--- src/rtl/frame_sync_pkg.sv ---
package frame_sync_pkg;
    typedef enum logic [1:0] {
        S_IDLE  = 2'd0,
        S_ARMED = 2'd1,
        S_HOLD  = 2'd2,
        S_RUN   = 2'd3
    } fs_state_e;
endpackage

--- src/rtl/fs_parity.sv ---
module fs_parity #(
    parameter int DW = 16
) (
    input  logic          clk,
    input  logic          rst_n,
    input  logic          in_valid,
    input  logic [DW-1:0] in_i,
    input  logic [DW-1:0] in_q,
    input  logic          in_par,
    input  logic          err_clr,
    output logic          err
);
    logic bad;

    // odd total parity on a presented word is an error
    assign bad = in_valid && (^{in_i, in_q, in_par});

    always_ff @(posedge clk) begin
        if (!rst_n)       err <= 1'b0;
        else if (bad)     err <= 1'b1;
        else if (err_clr) err <= 1'b0;
    end

    // a bad word always leaves the flag set
    a_r1_bad_sets: assert property (@(posedge clk) disable iff (!rst_n)
        bad |=> err);
    // without a clear the flag never drops
    a_r1_sticky: assert property (@(posedge clk) disable iff (!rst_n)
        (err && !err_clr) |=> err);
endmodule

--- src/rtl/fs_ctrl.sv ---
module fs_ctrl
    import frame_sync_pkg::*;
#(
    parameter int DW   = 16,
    parameter int IDXW = 8,
    parameter int LGW  = 4
) (
    input  logic            clk,
    input  logic            rst_n,
    input  logic            in_valid,
    input  logic [DW-1:0]   in_i,
    input  logic [DW-1:0]   in_q,
    input  logic            tick,
    input  logic            arm,
    input  logic            stop,
    input  logic            half_off,
    input  logic [LGW-1:0]  len_lg,
    output logic            out_valid,
    output logic            vec_start,
    output logic [IDXW-1:0] out_idx,
    output logic [DW-1:0]   out_i,
    output logic [DW-1:0]   out_q,
    output logic            running
);
    localparam int MAXLG = IDXW;

    fs_state_e       st_q, st_d;
    logic [LGW-1:0]  lg_clamp, lg_q;
    logic [IDXW-1:0] mask, half_last, cnt_q, cnt_d;
    logic            take;

    // legal length range is 2^1 .. 2^MAXLG
    always_comb begin
        if (len_lg == '0)                  lg_clamp = LGW'(1);
        else if (len_lg > LGW'(MAXLG))     lg_clamp = LGW'(MAXLG);
        else                               lg_clamp = len_lg;
    end

    assign mask      = {IDXW{1'b1}} >> (IDXW - int'(lg_q));
    assign half_last = mask >> 1;
    assign take      = (st_q == S_RUN) && in_valid;
    assign running   = (st_q == S_RUN);

    // next-state and position counter
    always_comb begin
        st_d  = st_q;
        cnt_d = cnt_q;
        if (stop) begin
            st_d  = S_IDLE;
            cnt_d = '0;
        end else begin
            unique case (st_q)
                S_IDLE:  if (arm) st_d = S_ARMED;
                S_ARMED: if (tick) begin
                    cnt_d = '0;
                    st_d  = half_off ? S_HOLD : S_RUN;
                end
                S_HOLD:  if (in_valid) begin
                    if (cnt_q == half_last) begin
                        cnt_d = '0;
                        st_d  = S_RUN;
                    end else begin
                        cnt_d = cnt_q + 1'b1;
                    end
                end
                S_RUN:   if (in_valid) cnt_d = (cnt_q == mask) ? '0 : cnt_q + 1'b1;
            endcase
        end
    end

    // state register
    always_ff @(posedge clk) begin
        if (!rst_n) begin
            st_q  <= S_IDLE;
            cnt_q <= '0;
            lg_q  <= LGW'(1);
        end else begin
            st_q  <= st_d;
            cnt_q <= cnt_d;
            if (st_q == S_IDLE) lg_q <= lg_clamp;
        end
    end

    // framed outputs
    always_ff @(posedge clk) begin
        if (!rst_n) begin
            out_valid <= 1'b0;
            vec_start <= 1'b0;
            out_idx   <= '0;
            out_i     <= '0;
            out_q     <= '0;
        end else begin
            out_valid <= take;
            vec_start <= take && (cnt_q == '0);
            out_idx   <= take ? cnt_q : '0;
            if (take) begin
                out_i <= in_i;
                out_q <= in_q;
            end
        end
    end

    // from idle only arming is possible
    a_r3_idle_exit: assert property (@(posedge clk) disable iff (!rst_n)
        (st_q == S_IDLE) |=> (st_q == S_IDLE || st_q == S_ARMED));
    // R6: every run begins at position zero
    a_r4_run_from_zero: assert property (@(posedge clk) disable iff (!rst_n)
        ((st_q == S_RUN) && ($past(st_q) != S_RUN)) |-> (cnt_q == '0));
    // indices stay inside the vector
    a_r5_idx_bound: assert property (@(posedge clk) disable iff (!rst_n)
        out_valid |-> (out_idx <= mask));
    // length frozen outside idle
    a_r7_len_frozen: assert property (@(posedge clk) disable iff (!rst_n)
        (st_q != S_IDLE) |=> $stable(lg_q));
    // stop always lands in idle
    a_r8_stop_idles: assert property (@(posedge clk) disable iff (!rst_n)
        stop |=> (st_q == S_IDLE));
endmodule

--- src/rtl/frame_sync.sv ---
module frame_sync #(
    parameter int DW   = 16,
    parameter int IDXW = 8,
    parameter int LGW  = $clog2(IDXW + 1)
) (
    input  logic            clk,
    input  logic            rst_n,
    input  logic            smp_valid,
    input  logic [DW-1:0]   smp_i,
    input  logic [DW-1:0]   smp_q,
    input  logic            smp_par,
    input  logic            tick,
    input  logic            arm,
    input  logic            stop,
    input  logic            half_off,
    input  logic [LGW-1:0]  len_log2,
    input  logic            err_clr,
    output logic            frm_valid,
    output logic            frm_start,
    output logic [IDXW-1:0] frm_idx,
    output logic [DW-1:0]   frm_i,
    output logic [DW-1:0]   frm_q,
    output logic            running,
    output logic            par_err
);
    fs_parity #(.DW(DW)) u_parity (
        .clk      (clk),
        .rst_n    (rst_n),
        .in_valid (smp_valid),
        .in_i     (smp_i),
        .in_q     (smp_q),
        .in_par   (smp_par),
        .err_clr  (err_clr),
        .err      (par_err)
    );

    fs_ctrl #(.DW(DW), .IDXW(IDXW), .LGW(LGW)) u_ctrl (
        .clk       (clk),
        .rst_n     (rst_n),
        .in_valid  (smp_valid),
        .in_i      (smp_i),
        .in_q      (smp_q),
        .tick      (tick),
        .arm       (arm),
        .stop      (stop),
        .half_off  (half_off),
        .len_lg    (len_log2),
        .out_valid (frm_valid),
        .vec_start (frm_start),
        .out_idx   (frm_idx),
        .out_i     (frm_i),
        .out_q     (frm_q),
        .running   (running)
    );
endmodule

--- config.mk ---
export PLATFORM = sky130hd
export DESIGN_NAME = frame_sync
export DESIGN_NICKNAME = d
export VERILOG_FILES = /design/src/rtl/frame_sync_pkg.sv /design/src/rtl/fs_parity.sv /design/src/rtl/fs_ctrl.sv /design/src/rtl/frame_sync.sv
export SDC_FILE = /design/constraint.sdc
export NUM_CORES = 1
export LEC_CHECK = 0
export BUFFER_PORTS_ARGS = -buffer_cell sky130_fd_sc_hd__buf_4
export CAP_MARGIN = 25
export CORE_UTILIZATION = 45
export CTS_CLUSTER_DIAMETER = 100
export DETAILED_ROUTE_END_ITERATION = 12
export GPL_ROUTABILITY_DRIVEN = 0
export GPL_TIMING_DRIVEN = 1
export PLACE_DENSITY = 0.71
export SYNTH_ARGS = -nofsm -noshare
export SYNTH_HDL_FRONTEND = slang
export SYNTH_SLANG_ARGS = --single-unit
--- constraint.sdc ---
create_clock -name clk -period 4.9 [get_ports clk]
set_input_delay 0.245 -clock clk [delete_from_list [all_inputs] [get_ports clk]]
set_output_delay 0.245 -clock clk [all_outputs]
set_load 0.005 [all_outputs]
==> run metrics <==
Post-Synth XOR/XNOR Area 13.1%; Internal Power between 700 and 800 uW; Worst VDD drop around 0.22 mV; Worst Path Required 5120 ps; clock latency reported for the late side of the worst-skew pair 330 ps; cells taking the most area after synthesis sky130_fd_sc_hd__dfxtp_1 (37%), sky130_fd_sc_hd__xnor2_1 (11%), sky130_fd_sc_hd__nand2_1 (9.8%); library cell used as clock root buffer sky130_fd_sc_hd__clkbuf_8; shortest clock period the worst path allows after layout 3020 ps; first-pass GRT wire length between 10,000 and 15,000 microns; critical-path cell with the highest stage delay sky130_fd_sc_hd__dfxtp_1; aggregate routed wire length a little under 7000 microns; asr flop ratio synth 0%; Die Y 84.7 microns; number of sinks handled by clock tree synthesis between 50 and 60; placed instance area around 3800 sq um; synthesis-to-finish area growth 28.1%; combinational share of power between 10% and 20%; hold depth 3; fill cell total of the finished layout 581; max-slew violations 0; Total Neg Setup Slack 0 ps; number of failing hold endpoints at the final stage 0; critical path's largest stage delay around 480 ps; WP buf/inv 1; Cell Chain, Critical Path inv_1 > ha_1 > nor3b_1 > a22oi_1 > xnor2_1 > nor4_1 > nand3_1 > o21ai_1 > a211oi_1 > a211o_1; startpoint type of the worst setup path flop; portion of the post-synthesis area used by sequential elements approximately 37%; detailed-route via count roughly 2,700; layout net count 500; Via density roughly 5; actual slew at the worst max-slew pin ~990 ps; arrival time of data at the critical path endpoint approximately 3300 ps; Post-Syn Instances ~370; TritonCTS clock tree built; pin count of the biggest net entering global routing between 40 and 50; CTS clock-pin slew for the worst setup and hold paths 70 ps; Layout Cell Area excl Fill between 3000 and 4000 sq um; share of final-layout standard cells stronger than drive strength 1 24.3%; Final HPWL DP between 4000 and 5000 microns; area fraction in and, or, nand and nor cells after synthesis between 20% and 30%; synthesized netlist net count 423; cell count of the worst reg-to-reg path 10; global router's overall resource usage 20.5%; core area between 6000 and 7000 sq um; clock skew after layout 6.49 ps; setup repair after global routing missed its margin false; final setup fails 0; crit share post-route about 60%; area share of the largest cell type after synthesis 37.1%; most instantiated library cell after synthesis sky130_fd_sc_hd__nand2_1; cell type contributing the most total cell area after synthesis sky130_fd_sc_hd__dfxtp_1; initial core utilization around 48%; count of nets left with antenna violations after detail routing 0; Resized Gates After CTS 0; hold path startpoint smp_q[8]; initial antenna violation count 0; worst reg2reg path startpoint u_ctrl.lg_q[0]; Detailed Route Iter0 Violations 87; CP top delay family compound AO/OA/AOI/OAI gates; Max-Cap Viols 0; number of storage elements in the synthesis netlist 57; global route overflow 0; maximum clock frequency 331 MHz; number of buffers added by the clock tree synthesis step 9; combinational family with the most area after synthesis simple AND/OR/NAND/NOR gates; count of warnings emitted by yosys 0; Post-Synth Adder-Cell Area ~2.8%; worst reg2reg endpoint u_ctrl.cnt_q[5]; count of distinct cell types in the synthesized netlist 46; Relative slew margins 32.0%; H-tree level count 3; total standard cell area after synthesis 3080 sq um; die area 7170 sq um; post-CTS setup buffer count 0; register share of total power between 40% and 50%; net switching fraction of the power a little over a quarter; largest buffer count on any clock path 2; mux cell area share after synthesis 0.651%; total power per unit cell area around 270 nW/um^2; fraction of power consumed by the clock network between 30% and 40%; routed len/inst 12.9 microns; Worst Setup End Kind flop; number of placed I/O pins a little under 90; Hold Path Sink u_ctrl.out_q[8]; number of iterations in the first detailed-routing pass 6; number of synthesized flops with an enable pin 0; Post-Syn Area per Cell roughly 8.3 sq um; compound-gate portion of the synthesized area about a fifth; ANT cells 0; path category of the worst min-delay check input pin to flop; cell row count 29; most used standard cells in the synthesized netlist sky130_fd_sc_hd__nand2_1 (80), sky130_fd_sc_hd__dfxtp_1 (57), sky130_fd_sc_hd__xnor2_1 (37); run status complete, no violations; Setup CP Type flop to flop; hold bufs inserted after CTS 0; P_leak about 0.0016 uW; detailed-route DRC error count 0; Worst R2R Setup Slack ~1900 ps; top_reg_cell synth sky130_fd_sc_hd__dfxtp_1; I/O Buffers 88; Die X-Extent approximately 85 microns; net switching power roughly 280 uW; worst-path maximum fanout 13; number of global-route vias before repair between 2,000 and 3,000
-- metrics by stage --
step	total power (uW)	hold slack (ps)	setup WS, ps	cells	utilization (%)
final	1060	173	1880	529	61.0
after global routing	1110	170	1670	529	61.0
after CTS	1070	158	1890	529	61.0
after detailed placement	697	456	1910	514	58.5
after global placement	694	450	2050	512	57.6
after floorplan	639	385	2310	371	-
-- area by class of cell --
cell class,instances,area [sq um],area share [%]
multi-input combinational,278,1780,45.1
clock buffer,12,145,3.68
inverter,12,45.0,1.14
tap,77,96.3,2.45
timing repair buffer,90,716,18.2
clock inverter,3,17.5,0.445
sequential,57,1140,29.0
-- power by group through the flow --
stage,sequential [uW],clock (uW),combinational [uW]
6_report,479,371,207
5_1_grt,480,407,227
4_1_cts,479,384,209
3_5_place_dp,489,0,208
3_3_place_gp,489,0,205
2_1_floorplan,484,0,154
-- routing by layer --
layer / GRT usage, % / routed length (microns) / vias to the layer above
met4: 7.09 / 109 / 0
met2: 35.0 / 3260 / 89
met1: 21.8 / 2790 / 1203
met5: 0 / 0 / -
li1: - / - / 1380
met3: 10.3 / 684 / 11
-- registers in the layout (all words and copies together) (netlist names) --
signal / cells
u_ctrl.cnt_q: 8
u_ctrl.lg_q: 4
u_ctrl.out_i: 16
u_ctrl.out_idx: 8
u_ctrl.out_q: 16
u_ctrl.out_valid: 1
u_ctrl.st_q: 2
u_ctrl.vec_start: 1
u_parity.err: 1
-- tightest hold or removal path, cell delays in order --
cell and delay (ps):
sky130_fd_sc_hd__buf_4 120, sky130_fd_sc_hd__nand2_1 40, sky130_fd_sc_hd__a21boi_0 60
-- how the worst max path moves through the flow --
stage / startpoint / endpoint / slack (ps) / cells past startpoint
6_report: u_ctrl.lg_q[0] / u_ctrl.cnt_q[5] / 1880 / 10
5_1_grt: u_ctrl.lg_q[0] / u_ctrl.cnt_q[5] / 1670 / 10
4_1_cts: u_ctrl.lg_q[0] / u_ctrl.cnt_q[5] / 1890 / 10
3_5_place_dp: u_ctrl.lg_q[0] / u_ctrl.cnt_q[5] / 1910 / 10
3_3_place_gp: u_ctrl.lg_q[0] / u_ctrl.cnt_q[5] / 2050 / 10
2_1_floorplan: u_ctrl.lg_q[0] / u_ctrl.cnt_q[5] / 2310 / 11
-- placed cells by master, fill, tap and decap left out, drive strengths merged, types with 2 or more instances in the layout --
| master | instances |
|---|---|
| o21ai | 14 |
| clkinv | 2 |
| nor3 | 2 |
| nand2 | 80 |
| xor2 | 9 |
| buf | 90 |
| and2 | 12 |
| inv | 12 |
| nand3b | 2 |
| nand3 | 6 |
| a211oi | 4 |
| a22oi | 5 |
| ha | 7 |
| mux2i | 2 |
| nand2b | 9 |
| dfxtp | 57 |
| clkbuf | 12 |
| a21oi | 7 |
| a21boi | 32 |
| or2 | 2 |
| nor3b | 3 |
| a21o | 6 |
| nor2 | 10 |
| and3 | 4 |
| xnor2 | 37 |
| nor4 | 2 |
| o22ai | 2 |
| nor4b | 2 |
| nor2b | 5 |
-- cells by family (layout without fill, tap and decap cells) --
group,after synthesis,count (layout)
simple gates,143,143
buf+inv,36,117
fa+ha+maj,7,7
compound gates,80,80
xor+xnor,46,46
flops,57,57
mux,2,2
(Power assumes the default switching activity.)
